**config.mk**
```make
export PLATFORM = sky130hd
export DESIGN_NAME = rate_divider
export DESIGN_NICKNAME = d
export VERILOG_FILES = /design/src/rtl/div_pkg.sv /design/src/rtl/div_reload_calc.sv /design/src/rtl/div_zero_detect.sv /design/src/rtl/div_down_counter.sv /design/src/rtl/rate_divider.sv
export SDC_FILE = /design/constraint.sdc
export NUM_CORES = 1
export LEC_CHECK = 0
export ABC_AREA = 1
export BUFFER_PORTS_ARGS = -buffer_cell sky130_fd_sc_hd__buf_2
export CAP_MARGIN = 25
export CORE_ASPECT_RATIO = 0.5
export CORE_UTILIZATION = 25
export CTS_BUF_LIST = sky130_fd_sc_hd__clkbuf_8
export DETAILED_ROUTE_END_ITERATION = 10
export GPL_ROUTABILITY_DRIVEN = 0
export GPL_TIMING_DRIVEN = 1
export PLACE_DENSITY = 0.5
export SLEW_MARGIN = 30
export SYNTH_ARGS = -nofsm -noshare
export SYNTH_HDL_FRONTEND = slang
export SYNTH_HIERARCHICAL = 1
export SYNTH_SLANG_ARGS = --single-unit
```
**constraint.sdc**
```tcl
create_clock -name clk -period 1.45 [get_ports clk]
set_clock_uncertainty 0.2 [all_clocks]
set_input_delay 0.29 -clock clk [delete_from_list [all_inputs] [get_ports clk]]
set_output_delay 0.29 -clock clk [all_outputs]
set_load 0.03 [all_outputs]
```
**src/rtl/div_pkg.sv**
```systemverilog
package div_pkg;

    // Default counter width and the action the counter takes on the next edge.
    localparam int DIV_W_DEFAULT = 8;

    typedef enum logic {
        OP_DEC  = 1'b0,
        OP_LOAD = 1'b1
    } div_op_e;

endpackage

```
**src/rtl/div_reload_calc.sv**
```systemverilog
module div_reload_calc #(
    parameter int W = 8
) (
    input  logic [W-1:0] factor,
    output logic [W-1:0] reload_val
);
    localparam logic [W-1:0] ONE = W'(1);

    // The zero state is one of the N states, so load N-1; factors 0 and 1 pin the count at zero.
    always_comb begin
        if (factor > ONE) reload_val = factor - ONE;
        else              reload_val = '0;
    end
endmodule

```
**src/rtl/div_zero_detect.sv**
```systemverilog
module div_zero_detect #(
    parameter int W = 8
) (
    input  logic [W-1:0] cnt,
    output logic         is_zero
);
    assign is_zero = ~|cnt;
endmodule

```
**src/rtl/div_down_counter.sv**
```systemverilog
module div_down_counter
    import div_pkg::*;
#(
    parameter int W = 8
) (
    input  logic         clk,
    input  logic         rst_n,
    input  div_op_e      op,
    input  logic [W-1:0] load_val,
    output logic [W-1:0] cnt_q,
    output logic         tick_q
);
    typedef struct packed {
        logic [W-1:0] cnt;
        logic         tick;
    } ctr_st_t;

    ctr_st_t st_d, st_q;

    always_comb begin
        st_d = st_q;
        unique case (op)
            OP_LOAD: begin
                st_d.cnt  = load_val;
                st_d.tick = 1'b1;
            end
            default: begin
                st_d.cnt  = st_q.cnt - W'(1);
                st_d.tick = 1'b0;
            end
        endcase
    end

    always_ff @(posedge clk or negedge rst_n) begin
        if (!rst_n) st_q <= '0;
        else        st_q <= st_d;
    end

    assign cnt_q  = st_q.cnt;
    assign tick_q = st_q.tick;
endmodule

```
**src/rtl/rate_divider.sv**
```systemverilog
module rate_divider
    import div_pkg::*;
#(
    parameter int W = DIV_W_DEFAULT
) (
    input  logic         clk,
    input  logic         rst_n,
    input  logic [W-1:0] divisor,
    output logic         tick,
    output logic [W-1:0] count,
    output logic         at_min
);
    logic [W-1:0] reload_val;
    logic         is_zero;
    div_op_e      op;

    div_reload_calc #(.W(W)) u_reload (
        .factor     (divisor),
        .reload_val (reload_val)
    );

    div_zero_detect #(.W(W)) u_zero (
        .cnt     (count),
        .is_zero (is_zero)
    );

    // Reaching zero selects a synchronous reload on the next edge.
    always_comb op = is_zero ? OP_LOAD : OP_DEC;

    div_down_counter #(.W(W)) u_ctr (
        .clk      (clk),
        .rst_n    (rst_n),
        .op       (op),
        .load_val (reload_val),
        .cnt_q    (count),
        .tick_q   (tick)
    );

    assign at_min = is_zero;
endmodule

```
==> results.cfg, run 1 <==
[status]
status = finished, violations left
violations = setup timing

[critical_path]
rrSetupSlack_ns = -0.03
cpPeakStageDelay_ns = 0.42
crit_type = reg2out
cp_slowest_cell = dfrtp_2
cp_top_family = flip-flops
ff2ff_path_depth = 8
reg2reg_to = u_ctr/cnt_q[2]
arrival_ns = 1.09
path_common_cell = nor2_4
path_cells = nor2_4 -> nand2_2 -> nor2_4 -> buf_6
cp_max_fo = 2
cp.required_ns = 0.96
r2r-start = u_ctr/cnt_q[0]
cp-end-kind = output pin
timing.critical_path.buf_inv = 1
cp-start-kind = register

[grt]
grt_max_degree = 10
track_usage_pct = 13.2
top_usage_layer = met2
met3_usage_pct = 2.27
grt_pass1_wl_um = 3060
use_met1_pct = 17.9
antenna_found_initial = 0
grt-ovfl-total = 0
globalRouteMet2Util_pct = 21.3
first_global_vias = 696

[place]
dp_hpwl_um = 1430
pre_cts_ws_ns = -0.182
dp.cells = 182
port_buffers = 19

[floorplanning]
pin_count = 20
die_w_um = 78.7
core-area_mm2 = 0.00268
die-area_mm2 = 0.00318
die_h_um = 40.4
row_count = 13
start_util_pct = 27.4

[final_layout]
drive_above_1_share_pct = 49.0
finalNonFillerCells = 190
syn_to_final_growth_pct = 61.7
finalCoreUtilization_pct = 44.3
fillers = 291
antenna_cells = 0
nNetsFinal = 167

[timing]
finalHoldViolations = 0
maxSlewViolCount = 0
layout_min_cycle_time_ns = 1.58
rsz0062_at_grt = yes
fin_ws_ns = -0.131
period_share_pct = 109
fmaxAchievable_mhz = 632
fin_worst_hold_slack_ns = 0.225
setup_viol = 7
worstMarginPinSlew_ns = 0.221
relSlewSlack_pct = 85.3

[yosys]
synth_nets = 127
synth.area.top_cells = dfrtp_1 (31%), nand2_1 (13%), nor2_1 (12%)
synth_top_area_share_pct = 30.6
async_reset_ff_share_pct = 100
synth-edff-count = 0
ys_seq_area_share_pct = 30.6
synth.top_cells.by_count = nand2_1 (25), nor2_1 (23), inv_1 (12)
yosys_warnings = 6
syn_area_per_cell_um2 = 6.45
yosysMostFrequentCell = nand2_1
yosys.area.top_type = dfrtp_1
synth_cell_types = 21
syn_inst = 114
yosys_register_bits = 9
ys.flop_type = dfrtp_1
syn_area_um2 = 736

[clock_tree]
clockBufferDepth = 2
clock-sinks = 9
cts_buffers = 3
clk_latency_ns = 0.23
clk_pin_slew_worst_paths_ns = 0.05
cts_tree = built
htree_levels = 1
clockRootBuffer = clkbuf_8

[pwr]
leakagePower_nw = 0.583
switching_power_w = 0.000769
power.density_mw_per_mm2 = 1470
p_sw_share_pct = 44.0
vdd.ir_drop.worst_uv = 537
intPower_w = 0.000978
pwr-share-seq_pct = 24.2
p_clk_share_pct = 16.9
p_comb_share_pct = 58.9

[drt]
ant_nets = 0
first_iter_violations = 60
drc = 0
drt_wl_total_um = 1860
vias_per_cell = 4.21
dr.pass1.iters = 4
via_count = 800
wl_per_cell_um = 9.78

[worst_hold_path]
holdCritStartpoint = divisor[6]
whs_endpoint = u_ctr/cnt_q[6]
hold_path.class = in2reg
whs_path_depth = 5

[run]
max-cap-violations = 0
[how the worst max path moves through the flow]
stage,startpoint,end,cells past startpoint
after global placement,divisor[0],u_ctr/cnt_q[2],10
after global routing,u_ctr/cnt_q[0],at_min,4
after detailed placement,divisor[0],u_ctr/cnt_q[2],10
final,u_ctr/cnt_q[0],at_min,4
after CTS,u_ctr/cnt_q[7],at_min,4
after floorplan,u_ctr/cnt_q[0],u_ctr/cnt_q[2],7
[power groups by stage]
stage | Combinational (W) | Clock [W] | Sequential, W
after floorplan | 0.000306 | 0 | 0.000631
after global placement | 0.000833 | 0 | 0.000408
after detailed placement | 0.000828 | 0 | 0.000410
after CTS | 0.000900 | 0.000299 | 0.000411
after global routing | 0.00111 | 0.000310 | 0.000435
final | 0.00103 | 0.000295 | 0.000423
[metal layers]
metal | up-vias | wire (µm)
li1 | 434 | -
met1 | 346 | 980
met2 | 18 | 774
met3 | 2 | 83
met4 | 0 | 19
met5 | - | 0
[timing repair]
action,4_1_cts,5_1_grt
hold endpoints to repair,9,0
endpoints found under the setup margin,9,12
buffers inserted,2,1
pin swaps,3,2
resized for setup,15,18
hold buffers,1,0
[tightest hold or removal path, stage by stage]
cell and delay (ns):
buf_2 0.12, nand2_1 0.06, a21oi_1 0.06, nand2_1 0.05, nand2_1 0.04
[final cells by class]
type,count,area (µm²),area share [%]
clock buffers,3,41.3,3.47
clock inverters,1,3.75,0.315
inverters,19,81.3,6.83
multi-input cells,85,500,42.1
flip-flops and latches,9,235,19.8
well taps,37,46.3,3.89
repair buffers,36,282,23.7
[stage by stage]
stage	area [µm²]	setup TNS (ns)	power, W
2_1_floorplan	762	-0.826	0.000937
3_3_place_gp	1000	-0.640	0.00124
3_5_place_dp	1000	-0.892	0.00124
4_1_cts	1120	-0.315	0.00161
5_1_grt	1190	-0.844	0.00186
6_report	1190	-0.340	0.00175
[logic make-up (layout without fill, tap and decap cells)]
logic type | Yosys count | after routing | share of synthesized area (%)
compound gates | 11 | 11 | 7.82
xor+xnor | 2 | 2 | 2.38
fa+ha+maj | 3 | 3 | 5.10
buf+inv | 20 | 59 | 10.7
flops | 9 | 9 | 30.6
simple gates | 69 | 69 | 43.4
[cell usage in the layout (no fill, tap or decap), drive strengths merged]
| cell | count |
|---|---|
| xnor2 | 1 |
| clkbuf | 3 |
| dlygate4sd3 | 1 |
| or2 | 1 |
| a31oi | 2 |
| nand3 | 9 |
| a21oi | 3 |
| o21ai | 6 |
| nand2 | 29 |
| inv | 20 |
| nor3 | 1 |
| nor2 | 29 |
| ha | 3 |
| xor2 | 1 |
| dfrtp | 9 |
| buf | 35 |
[sequential cells by signal (all words and copies together) (netlist names)]
signal and flops:
u_ctr/cnt_q 8, u_ctr/tick_q 1
Note: power is estimated with default switching activity, not from simulation.
==> run 2, diff against run 1 <==
--- a/config.mk
+++ b/config.mk
@@ -11,11 +11,12 @@
 export CORE_ASPECT_RATIO = 0.5
 export CORE_UTILIZATION = 25
 export CTS_BUF_LIST = sky130_fd_sc_hd__clkbuf_8
+export CTS_CLUSTER_DIAMETER = 80
 export DETAILED_ROUTE_END_ITERATION = 10
 export GPL_ROUTABILITY_DRIVEN = 0
 export GPL_TIMING_DRIVEN = 1
 export PLACE_DENSITY = 0.5
-export SLEW_MARGIN = 30
+export SLEW_MARGIN = 0
 export SYNTH_ARGS = -nofsm -noshare
 export SYNTH_HDL_FRONTEND = slang
 export SYNTH_HIERARCHICAL = 1
==> constraint.sdc (replaced) <==
create_clock -name clk -period 2 [get_ports clk]
set_clock_uncertainty 0.2 [all_clocks]
set_input_delay 0.4 -clock clk [delete_from_list [all_inputs] [get_ports clk]]
set_output_delay 0.4 -clock clk [all_outputs]
set_load 0.03 [all_outputs]
==> run 2 against run 1 <==
The flow now finishes without violations. Die area is the same. Flip-flop and latch count is the same. First-iteration DRC count grew 32%. Design area shrank 22%. Power shrank 42%. Count of clock-buffer cells in the layout is the same.
==> results.cfg, run 2 (same netlist as run 1, synthesis figures left out) <==
[status]
status = finished, final reports clean

[critical_path]
cp.required_ns = 1.40
cp_max_fo = 6
cp-start-kind = register
arrival_ns = 1.20
cp-end-kind = output pin
crit_type = reg2out
rrSetupSlack_ns = 0.48

[pwr]
p_sw_share_pct = 47.6
p_clk_share_pct = 21.3
p_comb_share_pct = 46.1
pwr-share-seq_pct = 32.5
switching_power_w = 0.000482
intPower_w = 0.000530
vdd.ir_drop.worst_uv = 242
power.density_mw_per_mm2 = 1090
leakagePower_nw = 0.490

[clock_tree]
clk_pin_slew_worst_paths_ns = 0.05
clk_latency_ns = 0.24
htree_levels = 1
cts_resized = 0
clock-sinks = 9
clockBufferDepth = 2
cts_buffers = 3
cts_tree = built
clockRootBuffer = clkbuf_8

[final_layout]
largest_reg_flops = 8
multiInputGateArea_um2 = 432
nNetsFinal = 152
drive_above_1_share_pct = 29.7
regArea_um2 = 225
final_cell_mix = nand2_1 (25), nor2_1 (23), buf_2 (19)
fillers = 302
antenna_cells = 0
syn_to_final_growth_pct = 26.7
final_common_cell = nand2_1

[timing]
setup_viol = 0
fin_worst_hold_slack_ns = 0.275
finalSetupTns_ns = 0
fmaxAchievable_mhz = 555
layout_min_cycle_time_ns = 1.80
worstMarginPinSlew_ns = 0.222
finalHoldViolations = 0
fin_ws_ns = 0.198
rsz0062_at_grt = no
relSlewSlack_pct = 85.1
period_share_pct = 90.1
maxSlewViolCount = 0

[grt]
first_global_vias = 631
grt-ovfl-total = 0
grt_pass1_wl_um = 2850
antenna_found_initial = 0
track_usage_pct = 12.4
grt_max_degree = 11

[place]
pre_cts_ws_ns = 0.205
port_buffers = 19
dp_hpwl_um = 1430

[drt]
wl_per_cell_um = 10.2
drt_wl_total_um = 1780
first_iter_violations = 79
dr.pass1.iters = 4
ant_nets = 0
vias_per_cell = 4.26
via_count = 745
drc = 0

[floorplanning]
die_w_um = 78.7
die_h_um = 40.4
core-area_mm2 = 0.00268
die-area_mm2 = 0.00318
pin_count = 20
row_count = 13
start_util_pct = 27.4

[worst_hold_path]
hold_path.class = in2reg

[run]
max-cap-violations = 0
[run 2: cell count changes in the layout (fill, tap and decap cells not counted), sizes merged]
cell / change
buf: -15
[run 2: routing by layer]
layer / vias up / global-route usage [%] / routed length, µm
met5: - / 0 / 0
met4: 0 / 6.94 / 19
met3: 2 / 2.27 / 74
met2: 22 / 18.0 / 694
met1: 324 / 17.3 / 995
li1: 397 / - / -
[run 2: what timing repair did]
item / CTS / global route
hold buffers: 1 / 0
setup buffers: 0 / 0
endpoints found under the hold margin: 9 / 0
[run 2: power groups by stage]
stage          clock network, W  logic (W)  registers, W
2_1_floorplan                 0   0.000221      0.000443
3_3_place_gp                  0   0.000462      0.000334
3_5_place_dp                  0   0.000465      0.000335
4_1_cts                0.000222   0.000469      0.000332
5_1_grt                0.000230   0.000517      0.000348
6_report               0.000216   0.000467      0.000329
[run 2: path summary, 6_finish.rpt]
check	depth (start not counted)	to	start
min reg2reg	1	u_ctr/cnt_q[0]	u_ctr/cnt_q[0]
max reg2reg	7	u_ctr/cnt_q[2]	u_ctr/cnt_q[3]
min	4	u_ctr/cnt_q[0]	divisor[0]
max	4	at_min	u_ctr/cnt_q[3]
max in group asynchronous	2	u_ctr/cnt_q[3]	rst_n
min in group asynchronous	2	u_ctr/cnt_q[6]	rst_n
[run 2: per-stage QoR]
stage | total power, W | instance area [µm²] | std cells | utilization [%]
after global routing | 0.00110 | 932 | 175 | 34.7
after detailed placement | 0.000800 | 877 | 170 | 32.7
final | 0.00101 | 932 | 175 | 34.7
after floorplan | 0.000664 | 736 | 114 | -
after global placement | 0.000796 | 877 | 170 | 32.7
after CTS | 0.00102 | 932 | 175 | 34.7
[run 2: final cells by class]
| class | instances | share of cell area [%] |
|---|---|---|
| sequential | 9 | 24.2 |
| clock inverter | 1 | 0.403 |
| tap | 37 | 4.97 |
| inverter | 19 | 7.65 |
| clock buffer | 3 | 4.43 |
| multi-input combinational | 85 | 46.3 |
| timing repair buffer | 21 | 12.1 |
[run 2: critical path, cell delays in order, from the launching register on]
cell and delay, ns:
dfrtp_1 0.44, nor2_1 0.13, nand2_1 0.05, nor2_1 0.13, buf_2 0.21
